$ cat src/rtl/wake_pkg.sv
`timescale 1ns/1ps
package wake_pkg;
  localparam int N_SRC      = 7;
  localparam int N_STS      = N_SRC + 1;
  localparam int N_PIN      = 10;
  localparam int FRAME_BITS = 11;
  localparam int N_STREAM   = 2;

  // synchronized pin positions
  localparam int P_KCLK = 0;
  localparam int P_KDAT = 1;
  localparam int P_MCLK = 2;
  localparam int P_MDAT = 3;
  localparam int P_RIA  = 4;
  localparam int P_RIB  = 5;
  localparam int P_RING = 6;
  localparam int P_GPA  = 7;
  localparam int P_GPB  = 8;
  localparam int P_PWR  = 9;

  // status bit positions
  localparam int S_KB   = 0;
  localparam int S_MS   = 1;
  localparam int S_RIA  = 2;
  localparam int S_RIB  = 3;
  localparam int S_RING = 4;
  localparam int S_GPA  = 5;
  localparam int S_GPB  = 6;
  localparam int S_REC  = 7;

  typedef struct packed {
    logic       vld;
    logic [7:0] data;
  } rx_byte_t;
endpackage

$ cat src/rtl/wake_sync.sv
`timescale 1ns/1ps
module wake_sync #(
  parameter int W = 4
) (
  input  logic         clk,
  input  logic         rst_n,
  input  logic [W-1:0] pin_i,
  output logic [W-1:0] lvl_o,
  output logic [W-1:0] rise_o,
  output logic [W-1:0] fall_o
);
  localparam int STAGES = 3;

  for (genvar b = 0; b < W; b++) begin : g_bit
    logic [STAGES-1:0] sr;
    always_ff @(posedge clk or negedge rst_n) begin
      if (!rst_n) sr <= '0;
      else        sr <= {sr[STAGES-2:0], pin_i[b]};
    end
    assign lvl_o[b]  = sr[1];
    assign rise_o[b] = sr[1] & ~sr[2];
    assign fall_o[b] = ~sr[1] & sr[2];
  end
endmodule

$ cat src/rtl/wake_ps2_rx.sv
`timescale 1ns/1ps
module wake_ps2_rx import wake_pkg::*; (
  input  logic     clk,
  input  logic     rst_n,
  input  logic     fall_i,
  input  logic     dat_i,
  output rx_byte_t rx_o
);
  localparam int CW = $clog2(FRAME_BITS);
  localparam logic [CW-1:0] LAST = CW'(FRAME_BITS - 1);

  logic [CW-1:0] bitcnt;
  logic [8:0]    sh;

  always_ff @(posedge clk or negedge rst_n) begin
    if (!rst_n) begin
      bitcnt <= '0;
      sh     <= '0;
      rx_o   <= '0;
    end else begin
      rx_o.vld <= 1'b0;
      if (fall_i) begin
        if (bitcnt == '0) begin
          if (!dat_i) bitcnt <= CW'(1);
        end else if (bitcnt == LAST) begin
          bitcnt <= '0;
          if (dat_i && (^sh)) begin
            rx_o.vld  <= 1'b1;
            rx_o.data <= sh[7:0];
          end
        end else begin
          sh     <= {dat_i, sh[8:1]};
          bitcnt <= bitcnt + CW'(1);
        end
      end
    end
  end
endmodule

$ cat src/rtl/wake_seq_match.sv
`timescale 1ns/1ps
module wake_seq_match import wake_pkg::*; #(
  parameter int DEPTH = 8,
  localparam int AW = $clog2(DEPTH),
  localparam int LW = $clog2(DEPTH + 1)
) (
  input  logic          clk,
  input  logic          rst_n,
  input  rx_byte_t      rx_i,
  input  logic          wr_en,
  input  logic [AW-1:0] wr_addr,
  input  logic [7:0]    wr_data,
  input  logic [LW-1:0] len_i,
  output logic          hit_o
);
  logic [7:0]    tbl [DEPTH];
  logic [LW-1:0] idx, idx_nx;
  logic          cur_ok, first_ok;

  always_ff @(posedge clk or negedge rst_n) begin
    if (!rst_n) begin
      for (int i = 0; i < DEPTH; i++) tbl[i] <= '0;
    end else if (wr_en) begin
      tbl[wr_addr] <= wr_data;
    end
  end

  assign cur_ok   = (idx < len_i) && (rx_i.data == tbl[idx[AW-1:0]]);
  assign first_ok = (rx_i.data == tbl[0]);

  always_comb begin
    hit_o  = 1'b0;
    idx_nx = idx;
    if (rx_i.vld && len_i != '0) begin
      if (cur_ok) begin
        if (idx == len_i - LW'(1)) begin
          hit_o  = 1'b1;
          idx_nx = '0;
        end else begin
          idx_nx = idx + LW'(1);
        end
      end else if (first_ok) begin
        if (len_i == LW'(1)) begin
          hit_o  = 1'b1;
          idx_nx = '0;
        end else begin
          idx_nx = LW'(1);
        end
      end else begin
        idx_nx = '0;
      end
    end
  end

  always_ff @(posedge clk or negedge rst_n) begin
    if (!rst_n) idx <= '0;
    else        idx <= idx_nx;
  end
endmodule

$ cat src/rtl/wake_ring_det.sv
`timescale 1ns/1ps
module wake_ring_det #(
  parameter int CNT_W = 4,
  parameter int WIN_W = 16
) (
  input  logic             clk,
  input  logic             rst_n,
  input  logic             rise_i,
  input  logic             train_i,
  input  logic [CNT_W-1:0] target_i,
  input  logic [WIN_W-1:0] window_i,
  output logic             evt_o
);
  logic [CNT_W-1:0] cnt, cnt_nx;
  logic [WIN_W-1:0] tmr, tmr_nx;
  logic [CNT_W:0]   cnt_inc;

  assign cnt_inc = {1'b0, cnt} + (CNT_W+1)'(1);

  always_comb begin
    evt_o  = 1'b0;
    cnt_nx = cnt;
    tmr_nx = tmr;
    if (!train_i) begin
      evt_o  = rise_i;
      cnt_nx = '0;
      tmr_nx = '0;
    end else if (rise_i) begin
      tmr_nx = '0;
      if (cnt_inc >= {1'b0, target_i}) begin
        evt_o  = 1'b1;
        cnt_nx = '0;
      end else begin
        cnt_nx = cnt_inc[CNT_W-1:0];
      end
    end else if (cnt != '0) begin
      if (tmr == window_i) begin
        cnt_nx = '0;
        tmr_nx = '0;
      end else begin
        tmr_nx = tmr + WIN_W'(1);
      end
    end
  end

  always_ff @(posedge clk or negedge rst_n) begin
    if (!rst_n) begin
      cnt <= '0;
      tmr <= '0;
    end else begin
      cnt <= cnt_nx;
      tmr <= tmr_nx;
    end
  end
endmodule

$ cat src/rtl/wake_ctrl.sv
`timescale 1ns/1ps
module wake_ctrl import wake_pkg::*; #(
  parameter int SEQ_DEPTH = 8,
  parameter int RCNT_W    = 4,
  parameter int RWIN_W    = 16,
  localparam int SAW = $clog2(SEQ_DEPTH),
  localparam int SLW = $clog2(SEQ_DEPTH + 1)
) (
  input  logic              clk,
  input  logic              rst_n,
  input  logic              kb_clk,
  input  logic              kb_dat,
  input  logic              ms_clk,
  input  logic              ms_dat,
  input  logic              ri_a,
  input  logic              ri_b,
  input  logic              ring_in,
  input  logic              gpe_a,
  input  logic              gpe_b,
  input  logic              pwr_back,
  input  logic [N_SRC-1:0]  evt_en,
  input  logic [N_STS-1:0]  sts_clr,
  input  logic              irq_route_en,
  input  logic              recov_en,
  input  logic              ring_train,
  input  logic [RCNT_W-1:0] ring_target,
  input  logic [RWIN_W-1:0] ring_window,
  input  logic              seq_we,
  input  logic              seq_sel,
  input  logic [SAW-1:0]    seq_addr,
  input  logic [7:0]        seq_data,
  input  logic [SLW-1:0]    kb_len,
  input  logic [SLW-1:0]    ms_len,
  output logic              wake_req,
  output logic              wake_irq,
  output logic [N_STS-1:0]  evt_status
);
  logic [N_PIN-1:0]    pins, lvl, rise, fall;
  logic [N_STREAM-1:0] hit, rx_vld;
  logic [SLW-1:0]      len_arr [N_STREAM];
  rx_byte_t            rx_s    [N_STREAM];
  logic                ring_evt;
  logic [N_STS-1:0]    evt;
  logic                unused_sync;

  assign pins = {pwr_back, gpe_b, gpe_a, ring_in, ri_b, ri_a,
                 ms_dat, ms_clk, kb_dat, kb_clk};
  assign unused_sync = ^{lvl, rise, fall};

  wake_sync #(.W(N_PIN)) u_sync (
    .clk(clk), .rst_n(rst_n), .pin_i(pins),
    .lvl_o(lvl), .rise_o(rise), .fall_o(fall)
  );

  assign len_arr[0] = kb_len;
  assign len_arr[1] = ms_len;

  for (genvar s = 0; s < N_STREAM; s++) begin : g_stream
    wake_ps2_rx u_rx (
      .clk(clk), .rst_n(rst_n),
      .fall_i(fall[P_KCLK + 2*s]), .dat_i(lvl[P_KDAT + 2*s]),
      .rx_o(rx_s[s])
    );
    assign rx_vld[s] = rx_s[s].vld;

    wake_seq_match #(.DEPTH(SEQ_DEPTH)) u_match (
      .clk(clk), .rst_n(rst_n), .rx_i(rx_s[s]),
      .wr_en(seq_we && (seq_sel == 1'(s))),
      .wr_addr(seq_addr), .wr_data(seq_data),
      .len_i(len_arr[s]), .hit_o(hit[s])
    );
  end

  wake_ring_det #(.CNT_W(RCNT_W), .WIN_W(RWIN_W)) u_ring (
    .clk(clk), .rst_n(rst_n), .rise_i(rise[P_RING]),
    .train_i(ring_train), .target_i(ring_target),
    .window_i(ring_window), .evt_o(ring_evt)
  );

  always_comb begin
    evt         = '0;
    evt[S_KB]   = hit[0];
    evt[S_MS]   = hit[1];
    evt[S_RIA]  = rise[P_RIA];
    evt[S_RIB]  = rise[P_RIB];
    evt[S_RING] = ring_evt;
    evt[S_GPA]  = rise[P_GPA];
    evt[S_GPB]  = rise[P_GPB];
    evt[S_REC]  = rise[P_PWR] & recov_en;
  end

  always_ff @(posedge clk or negedge rst_n) begin
    if (!rst_n) begin
      evt_status <= '0;
      wake_req   <= 1'b0;
    end else begin
      evt_status <= (evt_status & ~sts_clr) | evt;
      wake_req   <= |(evt_status & {1'b1, evt_en});
    end
  end

  assign wake_irq = wake_req & irq_route_en;
endmodule

$ cat config.mk
export PLATFORM = sky130hd
export DESIGN_NAME = wake_ctrl
export DESIGN_NICKNAME = d
export VERILOG_FILES = /design/src/rtl/wake_pkg.sv /design/src/rtl/wake_sync.sv /design/src/rtl/wake_ps2_rx.sv /design/src/rtl/wake_seq_match.sv /design/src/rtl/wake_ring_det.sv /design/src/rtl/wake_ctrl.sv
export SDC_FILE = /design/constraint.sdc
export NUM_CORES = 1
export LEC_CHECK = 0
export BUFFER_PORTS_ARGS = -buffer_cell sky130_fd_sc_hd__buf_4
export CORE_MARGIN = 8
export CORE_UTILIZATION = 56
export CTS_BUF_LIST = sky130_fd_sc_hd__clkbuf_8
export DETAILED_ROUTE_END_ITERATION = 12
export GPL_ROUTABILITY_DRIVEN = 0
export GPL_TIMING_DRIVEN = 0
export PLACE_DENSITY_LB_ADDON = 0.3
export SYNTH_ARGS = -nofsm -noshare
export SYNTH_HDL_FRONTEND = slang
export SYNTH_SLANG_ARGS = --single-unit
export TNS_END_PERCENT = 5
$ cat constraint.sdc
create_clock -name clk -period 3.6 [get_ports clk]
set_clock_uncertainty 0.2 [all_clocks]
set_input_delay 0.18 -clock clk [delete_from_list [all_inputs] [get_ports clk]]
set_output_delay 0.18 -clock clk [all_outputs]
set_load 0.005 [all_outputs]
==> flow_summary.rst <==
.. list-table::
   :header-rows: 1

   * - Metric
     - Value
   * - Post-synthesis sequential element count
     - 237
   * - Drc violations
     - 0
   * - Reg-to-Reg End
     - evt_status[0]
   * - Number of setup buffers added after CTS
     - 0
   * - Detailed router's first-iteration violation count
     - 419
   * - Fill cells
     - 1418
   * - Endpoint, Worst Hold
     - g_stream[1].u_match.idx[0]
   * - Area of all placed cells without fillers
     - 13950 um^2
   * - Dominant cells by area after synthesis
     - sky130_fd_sc_hd__dfrtp_1 (52%), sky130_fd_sc_hd__mux2_2 (16%), sky130_fd_sc_hd__mux4_2 (4.3%)
   * - Final Hold Vio Count
     - 0
   * - Post-route insts no fill
     - 1361
   * - Initial antenna violation count
     - 0
   * - Synthesized-area fraction occupied by xor and xnor cells
     - 0.06248
   * - Setup-violating endpoint count in the final report
     - 0
   * - Initial cell density of the core
     - 0.5699
   * - Clock root buffer master
     - sky130_fd_sc_hd__clkbuf_8
   * - Peak supply drop
     - 0.0003202 V
   * - Average size of a mapped cell
     - 12.90 um^2
   * - Cell Area, Placed
     - 12500 um^2
   * - Number of cells on the worst reg-to-reg path
     - 9
   * - Compound-Gate Fraction of Synth Area
     - 0.04702
   * - Count of nets left with antenna violations after detail routing
     - 0
   * - Clock Path Buffers
     - 3
   * - Vias in the first global route
     - 8178
   * - Clk sinks
     - 237
   * - Share of the cycle needed by the critical path after routing
     - 0.9599
   * - Number of max-slew violations in the final report
     - 0
   * - WP buf/inv
     - 3
   * - Setup TNS
     - 0 ns
   * - Die extent in y
     - 159.3 um
   * - Endpoint type of the worst setup path
     - flop
   * - Largest family of logic cells by synthesized area
     - multiplexers
   * - Transition at the pin with the smallest max-transition slack
     - 0.9797 ns
   * - Net count of the finished layout
     - 1159
   * - Detail-routed via count per cell
     - 5.608
   * - I/O Pins
     - 81
   * - Layout overhead on the synthesized area
     - 21.40%
   * - Setup repair after global routing missed its margin
     - false
   * - Basic-gate share of the synthesized area counting and, or, nand and nor cells
     - 0.08316
   * - Slowest cell on the critical path
     - sky130_fd_sc_hd__dlygate4sd3_1
   * - Site row count
     - 52
   * - Die Footprint
     - 25370 um^2
   * - Placed Instances
     - 1243
   * - Synthesis Warnings
     - 0
   * - Outcome
     - complete, no violations
   * - Minimum period implied by the final worst setup slack
     - 3.456 ns
   * - Leading cell types in the layout, fill and taps excluded
     - sky130_fd_sc_hd__dfrtp_1 (237), sky130_fd_sc_hd__mux2_2 (163), sky130_fd_sc_hd__buf_4 (81)
   * - Reg-to-reg setup timing slack
     - 0.14 ns
   * - Arrival time of data at the critical path endpoint
     - 3.68 ns
   * - Die outline width
     - 159.3 um
   * - Hold path startpoint
     - ms_len[2]
   * - Worst hold stages
     - 6
   * - Top cell type's share of synthesized area
     - 0.5159
   * - Maximum level of the CTS H-tree
     - 2
   * - Largest stage delay on the critical path
     - 0.57 ns
   * - Clock tree from TritonCTS
     - built
   * - Share of cells above drive strength 1
     - 0.3181
   * - Critical R2R Launch
     - g_stream[0].u_match.idx[2]
   * - Cell variety after synth
     - 54
   * - Floorplan Core Area
     - 20170 um^2
   * - Final global-route overflow total
     - 0
   * - Total design power
     - 8.891 mW
   * - Maximum number of pins on one net before global-route repair
     - 108
   * - Required arrival time at the worst endpoint
     - 3.83 ns
   * - Multiplexer area fraction after synthesis
     - 0.2326
   * - Share of flip-flops with an asynchronous set or reset
     - 1.000
   * - Relative slew margins
     - 0.3445
   * - Number of instances in the synthesized netlist
     - 891
   * - Clock-pin slew on the worst setup and hold paths
     - 0.06 ns
   * - WL per Instance
     - 18.43 um
   * - Number of enable-type register cells in the synthesized netlist
     - 0
   * - Antenna fix cells
     - 0
   * - Clock insertion delay at the later pin of the skew report
     - 0.54 ns
   * - Hold Path Class
     - in2reg
   * - Input/output buffers
     - 80
   * - Largest fanout on the critical path
     - 10
   * - Worst Setup Path Type
     - reg2reg
   * - Most frequent standard cell in the layout excluding fill and tap cells
     - sky130_fd_sc_hd__dfrtp_1
   * - Number of vias in the routed layout
     - 7632
   * - Sequential-to-total area share from yosys stat
     - 0.5159
   * - Routed WL
     - 25090 um
   * - Sequential cell area in the final layout
     - 5931 um^2
   * - Max-capacitance violation count
     - 0
   * - Kind of launch point of the worst setup path
     - flop
   * - Wire length of the first global-routing pass
     - 41820 um
   * - Footprint of the multi-input gates
     - 5264 um^2
   * - Post-synth top area cell
     - sky130_fd_sc_hd__dfrtp_1
   * - Most instantiated flip-flop cell in the synthesis netlist
     - sky130_fd_sc_hd__dfrtp_1
   * - Nets in the synthesized netlist
     - 991
   * - Cell leakage power
     - 6.217 nW
   * - Post-Synth Adder-Cell Area
     - 0.03157
   * - Number of clock buffers inserted by TritonCTS
     - 41
   * - Cell Pwr Density
     - 637.2 nW/um^2
   * - Area of the mapped netlist
     - 11490 um^2
   * - Drt pass-1 iters
     - 4
   * - Fmax
     - 289.4 MHz
   * - Gate family responsible for the most delay along the worst path
     - buffers and inverters
   * - Cell chain of the critical path
     - clkbuf_1 -> clkbuf_4 -> mux4_2 -> mux2i_1 -> xnor2_1 -> nor4_4 -> and3_1 -> o221ai_1 -> dlygate4sd3_1
   * - Sum of net half-perimeters after detailed placement
     - 16770 um
   * - Total global-route track usage
     - 0.1995
   * - Finished Core Util
     - 0.6919
[state kept, by name (all words and copies together), names as in the netlist]
signal	count
g_stream.u_rx.bitcnt	8
g_stream.u_rx.rx_o	18
evt_status	8
u_ring.cnt	4
g_stream.u_match.idx	8
u_ring.tmr	16
g_stream.u_match.tbl	128
wake_req	1
g_stream.u_rx.sh	18
u_sync.g_bit.sr	28
[routing by layer]
layer,GRT usage,up-vias,part of all wire
li1,-,3543,-
met1,0.2687,3872,0.47
met2,0.3219,174,0.47
met3,0.03930,43,0.043
met4,0.06132,0,0.017
met5,0,-,0
[kinds of logic after synthesis]
logic type,count (synthesis)
AO/OA/AOI/OAI,81
buffers and inverters,70
adder cells (fa/ha/maj),29
flip-flops,237
multiplexers,216
XOR/XNOR,82
AND/OR/NAND/NOR,176
[Yosys cell counts (all sizes together) (9+ instances only)]
cell	count
dfrtp	237
mux2i	29
nor2b	13
xor2	27
xnor2	55
inv	41
ha	29
nand2b	14
o21ai	19
nor2	36
nor3	14
nand3	13
a21oi	16
mux4	24
nand2	34
mux2	163
clkbuf	19
nand4	16
nor4	11
buf	9
[worst max path at each step]
| stage | startpoint | end | slack [ns] | cells after the start |
|---|---|---|---|---|
| global placement | rst_n | u_ring.tmr[15] | 0.32 | 1 |
| finish | g_stream[0].u_match.idx[2] | evt_status[0] | 0.14 | 9 |
| global route | g_stream[0].u_match.idx[2] | evt_status[0] | 0.02 | 9 |
| detailed placement | g_stream[0].u_match.idx[2] | evt_status[0] | 0.68 | 8 |
| CTS | g_stream[0].u_match.idx[2] | evt_status[0] | 0.11 | 9 |
| floorplan | g_stream[0].u_match.idx[1] | evt_status[0] | 1.23 | 8 |
[worst min-delay path, delay by kind of cell]
kind | cells | cell delay [ns]
and+or+nand+nor | 2 | 0.15
AOI/OAI and AO/OA | 3 | 0.32
buffers and inverters | 1 | 0.10
[power breakdown]
part | internal, mW | switching [mW] | total [mW]
registers | 3.23 | 0.459 | 3.69
clock network | 1.83 | 1.10 | 2.93
logic | 1.26 | 1.01 | 2.27
total | 6.31 | 2.58 | 8.89
[stage by stage]
step,hold slack (ns),setup WS [ns]
global placement,0.09025,0.3190
global route,0.07440,0.01633
floorplan,-0.3156,1.231
finish,0.06501,0.1445
detailed placement,-0.1322,0.6765
CTS,0.03535,0.1079
[cell type report]
class,instances,share of cell area
buffer,28,0.01130
multi-input combinational,584,0.3772
sequential,237,0.4250
clock inverter,22,0.01964
tap,270,0.02421
inverter,42,0.01130
timing repair buffer,125,0.07908
clock buffer,53,0.05227
[what timing repair did]
item | 4_1_cts | 5_1_grt
endpoints found under the setup margin | 0 | 1
gates resized for setup | 0 | 2
hold endpoints to repair | 310 | 0
hold buffers | 43 | 0
Power figures use the tool's default switching activity.
